## config.mk

```make
export PLATFORM = sky130hd
export DESIGN_NAME = xrom_reader
export DESIGN_NICKNAME = d
export VERILOG_FILES = /design/src/rtl/xrom_pkg.sv /design/src/rtl/xrom_lane_pick.sv /design/src/rtl/xrom_wait_ctr.sv /design/src/rtl/xrom_assemble.sv /design/src/rtl/xrom_reader.sv
export SDC_FILE = /design/constraint.sdc
export NUM_CORES = 1
export LEC_CHECK = 0
export CAP_MARGIN = 5
export CORE_ASPECT_RATIO = 0.7
export CORE_MARGIN = 3
export CORE_UTILIZATION = 30
export DETAILED_ROUTE_END_ITERATION = 6
export PLACE_DENSITY = 0.5
export SLEW_MARGIN = 20
export SYNTH_ARGS = -nofsm -noshare
export SYNTH_HDL_FRONTEND = slang
export SYNTH_SLANG_ARGS = --single-unit
```

## constraint.sdc

```tcl
create_clock -name clk -period 2.8 [get_ports clk]
set_input_delay 0.56 -clock clk [delete_from_list [all_inputs] [get_ports clk]]
set_output_delay 0.56 -clock clk [all_outputs]
set_load 0.01 [all_outputs]
```

## src/rtl/xrom_pkg.sv

```systemverilog
package xrom_pkg;
    typedef enum logic [2:0] {
        ST_IDLE,
        ST_HSET,
        ST_HSTB,
        ST_HHLD,
        ST_LOW,
        ST_DONE
    } xrom_st_e;
endpackage

```

## src/rtl/xrom_lane_pick.sv

```systemverilog
module xrom_lane_pick #(
    parameter int LANES  = 4,
    parameter int LANE_W = $clog2(LANES)
) (
    input  logic [LANES-1:0]  mask,
    output logic              any,
    output logic [LANE_W-1:0] idx
);
    always_comb begin
        any = 1'b0;
        idx = '0;
        for (int i = LANES - 1; i >= 0; i--) begin
            if (mask[i]) begin
                any = 1'b1;
                idx = LANE_W'(i);
            end
        end
    end
endmodule

```

## src/rtl/xrom_wait_ctr.sv

```systemverilog
module xrom_wait_ctr #(
    parameter int WAIT_W = 4
) (
    input  logic              clk,
    input  logic              rst_n,
    input  logic              restart,
    input  logic [WAIT_W-1:0] limit,
    output logic              hit
);
    logic [WAIT_W-1:0] cnt_d, cnt_q;

    assign hit = (cnt_q == limit);

    always_comb begin
        if (restart)  cnt_d = '0;
        else if (hit) cnt_d = cnt_q;
        else          cnt_d = cnt_q + 1'b1;
    end

    always_ff @(posedge clk or negedge rst_n) begin
        if (!rst_n) cnt_q <= '0;
        else        cnt_q <= cnt_d;
    end

    // a restart always leaves the count at zero on the next cycle
    a_r5_restart_zero: assert property (@(posedge clk) disable iff (!rst_n)
        restart |=> (cnt_q == '0))
        else $error("a_r5_restart_zero");
endmodule

```

## src/rtl/xrom_assemble.sv

```systemverilog
module xrom_assemble #(
    parameter int LANES  = 4,
    parameter int PORT_W = 8,
    parameter int LANE_W = $clog2(LANES)
) (
    input  logic                      clk,
    input  logic                      rst_n,
    input  logic                      clear,
    input  logic                      wr,
    input  logic [LANE_W-1:0]         lane,
    input  logic [PORT_W-1:0]         byte_in,
    output logic [LANES*PORT_W-1:0]   word
);
    logic [LANES*PORT_W-1:0] word_d, word_q;

    for (genvar g = 0; g < LANES; g++) begin : g_lane
        always_comb begin
            if (clear)
                word_d[g*PORT_W +: PORT_W] = '0;
            else if (wr && lane == LANE_W'(g))
                word_d[g*PORT_W +: PORT_W] = byte_in;
            else
                word_d[g*PORT_W +: PORT_W] = word_q[g*PORT_W +: PORT_W];
        end
    end

    always_ff @(posedge clk or negedge rst_n) begin
        if (!rst_n) word_q <= '0;
        else        word_q <= word_d;
    end

    assign word = word_q;

    // a new request starts from an all-zero word
    a_r7_clear_zero: assert property (@(posedge clk) disable iff (!rst_n)
        clear |=> (word_q == '0))
        else $error("a_r7_clear_zero");
endmodule

```

## src/rtl/xrom_reader.sv

```systemverilog
module xrom_reader
    import xrom_pkg::*;
#(
    parameter int ADDR_W = 16,
    parameter int PORT_W = 8,
    parameter int LANES  = 4,
    parameter int WAIT_W = 4
) (
    input  logic                           clk,
    input  logic                           rst_n,
    input  logic                           req_valid,
    input  logic [ADDR_W-$clog2(LANES)-1:0] req_word,
    input  logic [LANES-1:0]               req_be,
    input  logic [WAIT_W-1:0]              wait_cfg,
    output logic                           done,
    output logic [LANES*PORT_W-1:0]        rdata,
    output logic [PORT_W-1:0]              rom_addr,
    output logic                           rom_hstb,
    output logic                           rom_oe,
    input  logic [PORT_W-1:0]              rom_data
);
    localparam int LANE_W  = $clog2(LANES);
    localparam int WORD_AW = ADDR_W - LANE_W;
    localparam int LO_KEEP = PORT_W - LANE_W;

    typedef struct packed {
        xrom_st_e             st;
        logic [WORD_AW-1:0]   base;
        logic [LANES-1:0]     mask;
        logic [LANE_W-1:0]    lane;
        logic [WAIT_W-1:0]    waitv;
        logic [PORT_W-1:0]    hi_last;
        logic                 hi_ok;
        logic [PORT_W-1:0]    port;
        logic                 stb;
        logic                 oe;
        logic                 done;
    } regs_t;

    regs_t r_d, r_q;

    logic [LANES-1:0]  pick_in, rem, cur_bit;
    logic              pick_any, hit, restart, asm_clear, asm_wr;
    logic [LANE_W-1:0] pick_idx;

    function automatic logic [PORT_W-1:0] hi_of(input logic [WORD_AW-1:0] b);
        return b[WORD_AW-1:LO_KEEP];
    endfunction

    function automatic logic [PORT_W-1:0] low_of(input logic [WORD_AW-1:0] b,
                                                  input logic [LANE_W-1:0]  l);
        return {b[LO_KEEP-1:0], l};
    endfunction

    assign cur_bit = {{(LANES-1){1'b0}}, 1'b1} << r_q.lane;
    assign rem     = r_q.mask & ~cur_bit;
    assign pick_in = (r_q.st == ST_IDLE) ? req_be : rem;

    xrom_lane_pick #(.LANES(LANES), .LANE_W(LANE_W)) u_pick (
        .mask (pick_in),
        .any  (pick_any),
        .idx  (pick_idx)
    );

    xrom_wait_ctr #(.WAIT_W(WAIT_W)) u_wait (
        .clk     (clk),
        .rst_n   (rst_n),
        .restart (restart),
        .limit   (r_q.waitv),
        .hit     (hit)
    );

    xrom_assemble #(.LANES(LANES), .PORT_W(PORT_W), .LANE_W(LANE_W)) u_asm (
        .clk     (clk),
        .rst_n   (rst_n),
        .clear   (asm_clear),
        .wr      (asm_wr),
        .lane    (r_q.lane),
        .byte_in (rom_data),
        .word    (rdata)
    );

    always_comb begin
        r_d       = r_q;
        r_d.done  = 1'b0;
        restart   = 1'b0;
        asm_clear = 1'b0;
        asm_wr    = 1'b0;
        case (r_q.st)
            ST_IDLE: begin
                if (req_valid) begin
                    r_d.base  = req_word;
                    r_d.mask  = req_be;
                    r_d.waitv = wait_cfg;
                    asm_clear = 1'b1;
                    if (!pick_any) begin
                        r_d.st   = ST_DONE;
                        r_d.done = 1'b1;
                    end else begin
                        r_d.lane = pick_idx;
                        r_d.oe   = 1'b1;
                        if (r_q.hi_ok && r_q.hi_last == hi_of(req_word)) begin
                            r_d.st   = ST_LOW;
                            r_d.port = low_of(req_word, pick_idx);
                            restart  = 1'b1;
                        end else begin
                            r_d.st      = ST_HSET;
                            r_d.port    = hi_of(req_word);
                            r_d.hi_last = hi_of(req_word);
                            r_d.hi_ok   = 1'b1;
                        end
                    end
                end
            end
            ST_HSET: begin
                r_d.st  = ST_HSTB;
                r_d.stb = 1'b1;
            end
            ST_HSTB: begin
                r_d.st  = ST_HHLD;
                r_d.stb = 1'b0;
            end
            ST_HHLD: begin
                r_d.st   = ST_LOW;
                r_d.port = low_of(r_q.base, r_q.lane);
                restart  = 1'b1;
            end
            ST_LOW: begin
                if (hit) begin
                    asm_wr   = 1'b1;
                    r_d.mask = rem;
                    if (pick_any) begin
                        r_d.lane = pick_idx;
                        r_d.port = low_of(r_q.base, pick_idx);
                        restart  = 1'b1;
                    end else begin
                        r_d.st   = ST_DONE;
                        r_d.done = 1'b1;
                        r_d.oe   = 1'b0;
                        r_d.port = '0;
                    end
                end
            end
            ST_DONE: r_d.st = ST_IDLE;
            default: r_d.st = ST_IDLE;
        endcase
    end

    always_ff @(posedge clk or negedge rst_n) begin
        if (!rst_n) begin
            r_q    <= '0;
            r_q.st <= ST_IDLE;
        end else begin
            r_q <= r_d;
        end
    end

    assign done     = r_q.done;
    assign rom_addr = r_q.port;
    assign rom_hstb = r_q.stb;
    assign rom_oe   = r_q.oe;

    // parked port and strobe whenever the enable is low
    a_r10_park: assert property (@(posedge clk) disable iff (!rst_n)
        !rom_oe |-> (rom_addr == '0 && !rom_hstb))
        else $error("a_r10_park");

    // strobe only inside a read, one cycle wide
    a_r2_stb_in_read: assert property (@(posedge clk) disable iff (!rst_n)
        rom_hstb |-> rom_oe)
        else $error("a_r2_stb_in_read");

    a_r2_stb_single: assert property (@(posedge clk) disable iff (!rst_n)
        rom_hstb |=> !rom_hstb)
        else $error("a_r2_stb_single");

    // address stable across both strobe edges
    a_r2_rise_stable: assert property (@(posedge clk) disable iff (!rst_n)
        $rose(rom_hstb) |-> $stable(rom_addr))
        else $error("a_r2_rise_stable");

    a_r2_fall_stable: assert property (@(posedge clk) disable iff (!rst_n)
        $fell(rom_hstb) |-> $stable(rom_addr))
        else $error("a_r2_fall_stable");

    // one-cycle done with the enable released
    a_r8_done_pulse: assert property (@(posedge clk) disable iff (!rst_n)
        done |=> !done)
        else $error("a_r8_done_pulse");

    a_r8_done_quiet: assert property (@(posedge clk) disable iff (!rst_n)
        done |-> !rom_oe)
        else $error("a_r8_done_quiet");
endmodule

```

==> results of run 1 <==
cell families (layout without fill, tap and decap cells):
| logic type | after synthesis | after routing | share of synthesized area |
|---|---|---|---|
| adder cells (fa/ha/maj) | 1 | 1 | 0.00335 |
| multiplexers | 50 | 50 | 0.156 |
| flip-flops | 75 | 75 | 0.503 |
| AO/OA/AOI/OAI | 62 | 62 | 0.114 |
| buffers and inverters | 33 | 119 | 0.0483 |
| XOR/XNOR | 16 | 16 | 0.0376 |
| AND/OR/NAND/NOR | 105 | 105 | 0.138 |
per-layer routing:
metal / share of wire / vias up / track usage
met5: 0 / - / 0
met4: 0.013 / 0 / 0.0534
met3: 0.057 / 10 / 0.0394
met2: 0.41 / 79 / 0.206
met1: 0.52 / 1386 / 0.226
li1: - / 1380 / -
Yosys cell counts (all sizes together) (3+ instances only):
cell type | number | area share
a31oi | 4 | 0.0067
nor3 | 10 | 0.013
nand2b | 3 | 0.0050
o21a | 3 | 0.0060
buf | 14 | 0.029
o21ai | 19 | 0.029
and2 | 10 | 0.017
o31ai | 3 | 0.0060
xnor2 | 14 | 0.033
mux2i | 9 | 0.024
mux2 | 41 | 0.13
nor4 | 3 | 0.0050
dfrtp | 75 | 0.50
nand3 | 4 | 0.0054
a21oi | 7 | 0.0094
inv | 11 | 0.011
a22o | 3 | 0.0070
nand4 | 4 | 0.0067
or3 | 3 | 0.0050
o221ai | 7 | 0.016
nand2 | 40 | 0.040
nor2 | 17 | 0.017
clkbuf | 8 | 0.0080
nor2b | 3 | 0.0050
power by group through the flow:
stage / sequential (mW) / combinational [mW] / clock, mW
after floorplan: 1.99 / 1.67 / 0
after global placement: 2.03 / 2.68 / 0
after detailed placement: 2.03 / 2.72 / 0
after CTS: 2.02 / 2.74 / 1.12
after global routing: 2.08 / 2.98 / 1.16
final: 2.01 / 2.70 / 1.09
cell type report:
cell class	instances	area, um2	area share
well taps	157	196	0.0397
inverters	11	41.3	0.00834
clock inverters	5	37.5	0.00758
clock buffers	11	243	0.0490
multi-input cells	234	1680	0.339
flip-flops and latches	75	1880	0.379
repair buffers	92	876	0.177
worst register-to-register path, stage by stage, from the launching register on:
cell,delay (ns)
dfrtp_1,0.41
buf_4,0.19
or4_1,0.51
o32ai_1,0.28
nor3_1,0.18
o21ai_1,0.47
o221ai_1,0.18
state kept, by name, indices dropped and copies added, names as in the netlist:
| register | cells |
|---|---|
| u_wait.cnt_q | 4 |
| r_q | 28 |
| rom_addr | 8 |
| u_asm.word | 32 |
| rom_oe | 1 |
| rom_hstb | 1 |
| done | 1 |
path summary, 6_finish.rpt:
path / cells after the start / end / start
max: 6 / rom_addr[4] / req_valid
min in group clk: 1 / r_q[11] / r_q[11]
min: 1 / r_q[11] / rst_n
max in group asynchronous: 2 / u_asm.word[24] / rst_n
min reg2reg: 1 / r_q[11] / r_q[11]
max reg2reg: 6 / rom_addr[7] / r_q[24]
through the flow:
stage / hold WS (ns) / power [mW] / std cells / setup WS, ns / instance area, um2
floorplan: 0.264 / 3.66 / 342 / 0.757 / 3730
global placement: 0.458 / 4.71 / 569 / 0.148 / 4670
detailed placement: 0.454 / 4.75 / 569 / 0.0775 / 4670
CTS: 0.207 / 5.88 / 585 / 0.443 / 4950
global route: 0.224 / 6.23 / 585 / 0.299 / 4950
finish: 0.186 / 5.80 / 585 / 0.437 / 4950
==> impl_metrics.csv, run 1 <==
group,metric,value,unit
outcome,outcome,"finished, final reports clean",
cells_and_area,layout_commonest_cell,"dfrtp_1",
setup_path,max_stage_delay,0.62,ns
timing,timing.clock.skew,0.00685,ns
logic_synthesis,synth_area_per_cell,10.9,um2
power,combPwrFrac,0.466,
setup_path,cp_cell_sequence,"clkdlybuf4s50_1 > or4b_1 > a22o_1 > o21ai_2 > o21ai_1 > o221ai_1",
setup_path,path_max_fanout,6,
cells_and_area,number_of_inserted_filler_cells_in_the_final_layout,1164,
logic_synthesis,syn_inst,342,
global_routing,number_of_antenna_violations_at_the_first_check_in_global_routing,0,
global_routing,grt_pass1_vias,3003,
setup_path,regToRegSetupSlack,0.45,ns
cells_and_area,final_layout_size_suffix_gt1_frac,0.189,
timing,tns,0,ns
place,globalplace.congestion,0.925,
clocking,cts_inserted_buffers,9,
floorplanning,fp.dieH,99.3,um
global_routing,wire_length_of_the_first_global_routing_pass,16.4,mm
timing,period_share,0.844,
power,vdd.ir_drop.worst,0.417,mV
clocking,htree_num_levels,3,
logic_synthesis,syn-num-nets,376,
setup_path,worstPathBufferInverterCount,1,
timing,min_period,2.36,ns
drt,drt_iter0_markers,196,
logic_synthesis,yosys.cell_types.count,50,
place,dpl.hpwl,7.37,mm
setup_path,worst-endpoint-arrival,2.61,ns
place,placement.io_buffers,75,
setup_path,data_required_time_of_the_worst_path,3.05,ns
run,cap_viol_max_count,0,
min_path,timing.hold.worst.class,"in2async",
power,power.net_switching,2.12,mW
timing,report.final.slew_viol_count,0,
floorplanning,num_rows,33,
drt,antenna_left,0,
logic_synthesis,synth_edf_count,0,
logic_synthesis,yosys_warnings,0,
logic_synthesis,synthesis.area,0.00373,mm2
drt,drt_wl_total,9.88,mm
setup_path,start_to_end_type_of_the_worst_setup_path,"in2reg",
power,p_int,3.68,mW
clocking,holdBufCountCts,0,
floorplanning,die_outline_area,0.0138,mm2
floorplanning,initial_core_util,0.313,
clocking,root_buffer,"clkbuf_16",
setup_path,critical-path-slowest-cell,"or4b_1",
floorplanning,floorplan.die.width,139,um
global_routing,grt_max_degree,41,
cells_and_area,area_growth_syn_to_layout,32.7,%
clocking,cts.reportedPaths.clkPinSlew,0.06,ns
logic_synthesis,synthArstFlopShare,1.00,
clocking,clock_sink_count,75,
clocking,post-cts-setup-buffer-count,0,
power,seq_power_share,0.347,
power,p_clk_frac,0.187,
drt,drt_pre_antenna_iters,4,
global_routing,track_usage,0.150,
clocking,clk_latency,0.34,ns
cells_and_area,mostFrequentLayoutCells,"dfrtp_1 (75), clkdlybuf4s50_1 (74), nand2_1 (40)",
setup_path,cp-end-kind,"flop",
timing,setup_violations,0,
cells_and_area,num_antenna_cells,0,
global_routing,grt.overflow.total,0,
drt,routed_via_density,4.88,
setup_path,startpoint_type,"primary input",
power,static-leakage-power,2.06,nW
logic_synthesis,synth_ff_type,"dfrtp_1",
floorplanning,coreArea,0.0119,mm2
drt,route.vias.total,2855,
clocking,cts_buffer_depth,2,
logic_synthesis,postSynthRegisterBits,75,
floorplanning,ios,76,
cells_and_area,fin_util,0.415,
power,total_power_divided_by_cell_area,1170,mW/mm2
timing,max-slew-margin-rel,0.590,
drt,drc_errors,0,
cells_and_area,nNetsFinal,457,
timing,rsz0062_at_grt,"no",
logic_synthesis,ys_seq_area_frac,0.503,
drt,post_drt_wl_per_cell,16.9,um
clocking,tritoncts,"done",
timing,report.final.hold_viol_count,0,
power,power.switching_fraction,0.365,
clocking,postCtsResizedCells,0,
timing,fmax,423,MHz
timing,max_slew.worst_pin.slew,0.616,ns
setup_path,critPathTopFamily,"compound AO/OA/AOI/OAI gates",
(Power assumes the default switching activity.)
==> run 2, diff against run 1 <==
Settings changed: PLACE_DENSITY 0.5 to 0.52.
Clock period 2.8 ns to 2 ns, I/O delays scaled along.
==> run 2 against run 1 <==
Critical path depth shrank 2. Clock power grew 49%. Routed wire length grew 5.4%. Power grew 55%. Global-route usage grew 0.62 points. Final cell count grew 8.9%. Core utilization grew 4.8 points. Via count grew 9.0%. Critical endpoint is now r_q[19]. Largest cell class unchanged.
==> impl_metrics.csv, run 2 (synthesized netlist as in run 1, its figures left out) <==
group,metric,value,unit
global_routing,number_of_antenna_violations_at_the_first_check_in_global_routing,0,
timing,finalWorstSetupSlack,0.0164,ns
drt,route.vias.total,3112,
timing,timing.clock.skew,0.00599,ns
outcome,outcome,"finished, final reports clean",
clocking,root_buffer,"clkbuf_16",
cells_and_area,layout_commonest_cell,"dfrtp_1",
cells_and_area,nNetsFinal,509,
power,p_int,5.80,mW
timing,rsz0062_at_grt,"yes",
drt,highest-signal-layer,"met4",
drt,antenna_left,0,
setup_path,startpoint_of_the_lowest_slack_register_to_register_path,"r_q[46]",
floorplanning,floorplan.die.width,139,um
timing,min_period,1.98,ns
cells_and_area,area_growth_syn_to_layout,48.0,%
setup_path,start_to_end_type_of_the_worst_setup_path,"reg2reg",
setup_path,cp_cell_sequence,"buf_6 > or3_4 > or4_4 > mux2_4",
setup_path,critical-path-slowest-cell,"or4_4",
cells_and_area,multi_input_comb_area,0.00181,mm2
cells_and_area,finish.instance_area,0.00552,mm2
power,vdd.ir_drop.worst,0.539,mV
timing,fmax,504,MHz
timing,report.final.slew_viol_count,0,
power,seq_power_share,0.300,
power,power.net_switching,3.20,mW
drt,detail_route.wirelength.met1,5.34,mm
place,detailedPlace.worstSlack,-0.482,ns
place,numPlacedInstances,616,
global_routing,grt_max_degree,35,
cells_and_area,final_layout_size_suffix_gt1_frac,0.325,
timing,max_slew.worst_pin.slew,0.576,ns
place,dpl.hpwl,7.51,mm
floorplanning,num_rows,33,
clocking,tritoncts,"done",
cells_and_area,number_of_inserted_filler_cells_in_the_final_layout,1114,
place,globalplace.congestion,0.901,
drt,drc_errors,0,
clocking,clock_sink_count,75,
power,power.switching_fraction,0.355,
timing,max-slew-margin-rel,0.615,
min_path,timing.hold.worst.class,"in2async",
global_routing,track_usage,0.156,
setup_path,regToRegSetupSlack,0.02,ns
global_routing,grt_pass1_vias,3326,
setup_path,critPathTopFamily,"simple AND/OR/NAND/NOR gates",
setup_path,path_max_fanout,5,
timing,setup_violations,0,
timing,report.final.hold_viol_count,0,
drt,routed_via_density,4.89,
floorplanning,die_outline_area,0.0138,mm2
setup_path,worstPathBufferInverterCount,1,
floorplanning,initial_core_util,0.313,
clocking,cts.reportedPaths.clkPinSlew,0.06,ns
power,combPwrFrac,0.520,
drt,drt_wl_total,10.4,mm
cells_and_area,flip_flop_count_of_the_largest_register_after_layout,32,
place,placement.io_buffers,75,
timing,period_share,0.992,
timing,tns,0,ns
setup_path,reg2regPathDepth,4,
timing,hold-worst-slack,0.0109,ns
floorplanning,ios,76,
cells_and_area,area.sequential,0.00188,mm2
global_routing,wire_length_of_the_first_global_routing_pass,17.4,mm
setup_path,reg2reg_to,"r_q[19]",
clocking,clk_latency,0.34,ns
setup_path,worst-endpoint-arrival,2.21,ns
power,total_power_divided_by_cell_area,1630,mW/mm2
setup_path,max_stage_delay,0.58,ns
power,static-leakage-power,2.38,nW
cells_and_area,finish.cell_count_without_fillers,637,
setup_path,startpoint_type,"flop",
cells_and_area,num_antenna_cells,0,
run,cap_viol_max_count,0,
floorplanning,coreArea,0.0119,mm2
power,p_clk_frac,0.180,
drt,wl_met2,4.38,mm
clocking,htree_num_levels,3,
floorplanning,fp.dieH,99.3,um
cells_and_area,fin_util,0.463,
setup_path,cp-end-kind,"flop",
place,place_area,0.00503,mm2
setup_path,data_required_time_of_the_worst_path,2.22,ns
power,post-layout-total-power,9.00,mW
global_routing,grt.overflow.total,0,
drt,routed-wl-met3,602,um
clocking,holdBufCountCts,0,
drt,drt_iter0_markers,247,
drt,post_drt_wl_per_cell,16.4,um
clocking,cts_inserted_buffers,9,
clocking,cts_buffer_depth,2,
cells_and_area,mostFrequentLayoutCells,"dfrtp_1 (75), clkdlybuf4s50_1 (70), buf_4 (58)",
drt,drt_pre_antenna_iters,4,
run 2: cell types whose count changed in the layout (fill, tap and decap cells not counted), sizes merged:
cell,previous run,this run
bufinv,0,1
clkinv,2,3
buf,18,69
clkinvlp,2,1
or4,2,3
dlygate4sd2,0,4
clkbuf,11,10
clkdlybuf4s50,74,70
run 2: per-layer routing:
layer | vias up | track usage
met5 | - | 0
met4 | 0 | 0.0429
met3 | 9 | 0.0418
met2 | 89 | 0.228
met1 | 1528 | 0.229
li1 | 1486 | -
run 2: layout make-up:
type,count,area share
clock buffer,10,0.0415
clock inverter,6,0.0118
inverter,11,0.00748
multi-input combinational,235,0.328
sequential,75,0.340
tap,157,0.0356
timing repair buffer,143,0.236
run 2: worst reg2reg max path, cell delays in order (launching register included):
cell	delay, ns
dfrtp_1	0.42
buf_6	0.15
or3_4	0.40
or4_4	0.58
mux2_4	0.33
run 2: repair_timing:
item | 4_1_cts | 5_1_grt
pin swaps | 1 | 5
resized for setup | 12 | 32
gates cloned | 1 | 1
buffers inserted | 1 | 2
endpoints found under the setup margin | 50 | 51
run 2: worst max path at each step:
stage                     depth (start not counted)              end    startpoint
final                                             4          r_q[19]       r_q[46]
after global routing                              7  u_wait.cnt_q[1]  req_word[11]
after CTS                                         7   u_asm.word[13]     req_valid
after detailed placement                          7          r_q[19]     req_be[1]
after global placement                            7          r_q[17]     req_be[3]
after floorplan                                   6          r_q[12]       r_q[45]
run 2: power groups by stage:
stage / Sequential [mW] / Combinational (mW) / Clock, mW
after detailed placement: 2.72 / 4.36 / 0
after global placement: 2.71 / 4.34 / 0
after global routing: 2.80 / 5.11 / 1.73
final: 2.70 / 4.67 / 1.62
after CTS: 2.70 / 4.46 / 1.66
after floorplan: 2.78 / 2.35 / 0
==> run 3, diff against run 2 <==
Settings changed: GPL_TIMING_DRIVEN set to 0, SETUP_SLACK_MARGIN set to 0.02.
==> run 3 against run 2 <==
The run now ends with negative setup slack left. Register-to-register slack worse by 0.10 ns. Critical path type unchanged. Hold slack worse by 0.0056 ns. Via count is 0.67% lower. Final cell count is 2.8% lower. Design area is 3.4% higher. Non-clock buffer count is 18 lower. Worst setup slack worse by 0.10 ns. Flip-flop and latch count stayed put.
==> impl_metrics.csv, run 3 (synthesized netlist as in run 1, its figures left out) <==
group,metric,value,unit
setup_path,cp_common_cell,"buf_6",
place,placement.io_buffers,75,
setup_path,worstPathBufferInverterCount,3,
setup_path,cp_cell_sequence,"buf_6 > or3_4 > buf_6 > or4_4 > buf_12 > mux2_4",
cells_and_area,num_antenna_cells,0,
timing,report.final.hold_viol_count,0,
clocking,holdBufCountCts,0,
drt,antenna_left,0,
floorplanning,ios,76,
cells_and_area,area_growth_syn_to_layout,53.1,%
timing,rsz0062_at_grt,"yes",
setup_path,critPathTopFamily,"simple AND/OR/NAND/NOR gates",
power,static-leakage-power,2.43,nW
timing,hold-worst-slack,0.00530,ns
timing,period_share,1.04,
drt,post_drt_wl_per_cell,17.5,um
drt,drt_wl_total,10.8,mm
setup_path,cp-end-kind,"flop",
cells_and_area,nNetsFinal,492,
power,post-layout-total-power,9.71,mW
drt,routed_via_density,4.99,
floorplanning,fp.dieH,99.3,um
global_routing,highest_utilization_routing_layer_at_the_global_route_stage,"met2",
power,vdd.ir_drop.worst,0.667,mV
drt,drt_iter0_markers,194,
floorplanning,initial_core_util,0.313,
cells_and_area,layout_commonest_cell,"dfrtp_1",
setup_path,max_stage_delay,0.49,ns
floorplanning,coreArea,0.0119,mm2
setup_path,startpoint_type,"flop",
clocking,clock_sink_count,75,
clocking,tritoncts,"done",
global_routing,met2_usage,0.220,
global_routing,number_of_antenna_violations_at_the_first_check_in_global_routing,0,
floorplanning,floorplan.die.width,139,um
clocking,cts_buffer_depth,2,
run,cap_viol_max_count,0,
setup_path,path_max_fanout,9,
global_routing,grt.overflow.total,0,
drt,drc_errors,0,
cells_and_area,mostFrequentLayoutCells,"dfrtp_1 (74), clkdlybuf4s50_1 (69), nand2_1 (33)",
power,total_power_divided_by_cell_area,1700,mW/mm2
outcome,outcome,"finished with violations",
global_routing,wire_length_of_the_first_global_routing_pass,16.4,mm
timing,fmax,479,MHz
timing,finalWorstSetupSlack,-0.0874,ns
global_routing,globalRouteMet1Util,0.218,
cells_and_area,fin_util,0.479,
global_routing,grt.met3_usage,0.0423,
cells_and_area,area.sequential,0.00188,mm2
drt,drt_pre_antenna_iters,4,
min_path,timing.hold.worst.class,"in2async",
clocking,htree_num_levels,3,
floorplanning,die_outline_area,0.0138,mm2
timing,max-slew-margin-rel,0.601,
setup_path,worst-endpoint-arrival,2.31,ns
drt,route.vias.total,3091,
cells_and_area,flip_flop_count_of_the_largest_register_after_layout,32,
floorplanning,num_rows,33,
timing,min_period,2.09,ns
timing,setup_violations,9,
global_routing,grt_max_degree,44,
clocking,cts.reportedPaths.clkPinSlew,0.06,ns
clocking,cts_inserted_buffers,9,
clocking,root_buffer,"clkbuf_16",
setup_path,start_to_end_type_of_the_worst_setup_path,"reg2reg",
cells_and_area,final_layout_size_suffix_gt1_frac,0.329,
place,dpl.hpwl,6.90,mm
setup_path,data_required_time_of_the_worst_path,2.23,ns
cells_and_area,number_of_inserted_filler_cells_in_the_final_layout,1083,
cells_and_area,finish.cell_count_without_fillers,619,
place,globalplace.congestion,0.885,
outcome,violations,"negative setup slack",
cells_and_area,multi_input_comb_area,0.00202,mm2
setup_path,critical-path-slowest-cell,"or4_4",
timing,timing.clock.skew,0.00691,ns
timing,report.final.slew_viol_count,0,
global_routing,track_usage,0.150,
clocking,clk_latency,0.35,ns
place,numPlacedInstances,575,
timing,max_slew.worst_pin.slew,0.596,ns
global_routing,grt_pass1_vias,3054,
## run 3: repair_timing
action,in CTS,in global routing
pin swaps,6,11
gates cloned,0,2
endpoints found under the hold margin,0,0
gates resized for setup,51,55
setup endpoints to repair,69,66
setup buffers,8,23
## run 3: metrics by stage
step | TNS (ns) | setup WS [ns] | instance area, um2
6_report | -0.649 | -0.0874 | 5710
5_1_grt | -1.37 | -0.131 | 5710
4_1_cts | -0.736 | -0.101 | 5310
3_5_place_dp | -49.23 | -0.970 | 4710
3_3_place_gp | -214.36 | -2.21 | 4680
2_1_floorplan | -0.327 | -0.0409 | 3730
## run 3: worst paths after layout
kind / from / depth (start not counted) / end / slack [ns]
min in group clk: req_be[3] / 3 / r_q[29] / 0.46
max reg2reg: r_q[45] / 6 / r_q[19] / -0.09
max: r_q[45] / 6 / r_q[19] / -0.09
min: rst_n / 1 / done / 0.005
max in group asynchronous: rst_n / 2 / u_wait.cnt_q[3] / 1.42
min reg2reg: r_q[11] / 1 / r_q[11] / 0.47
## run 3: report_power, final
part	leakage [nW]	switching, mW	internal (mW)
registers	0.909	0.510	2.25
logic	1.38	2.34	2.85
clock network	0.148	0.641	1.12
## run 3: layout make-up
type	instances	share of cell area
inverter	11	0.00723
multi-input combinational	236	0.354
timing repair buffer	107	0.190
clock inverter	4	0.0131
clock buffer	11	0.0425
buffer	18	0.0296
sequential	75	0.329
tap	157	0.0344
## run 3: layer usage
layer  wire, um  vias to the layer above
met5          0                        -
met4        100                        0
met3        682                       11
met2       4760                       96
met1       5260                     1539
li1           -                     1445
## run 3: worst reg2reg max path, delay by kind of cell, from the launching register on
family | cells | cell delay, ns
AND/OR/NAND/NOR | 2 | 0.88
multiplexers | 1 | 0.29
flip-flops | 1 | 0.37
buffers and inverters | 3 | 0.44
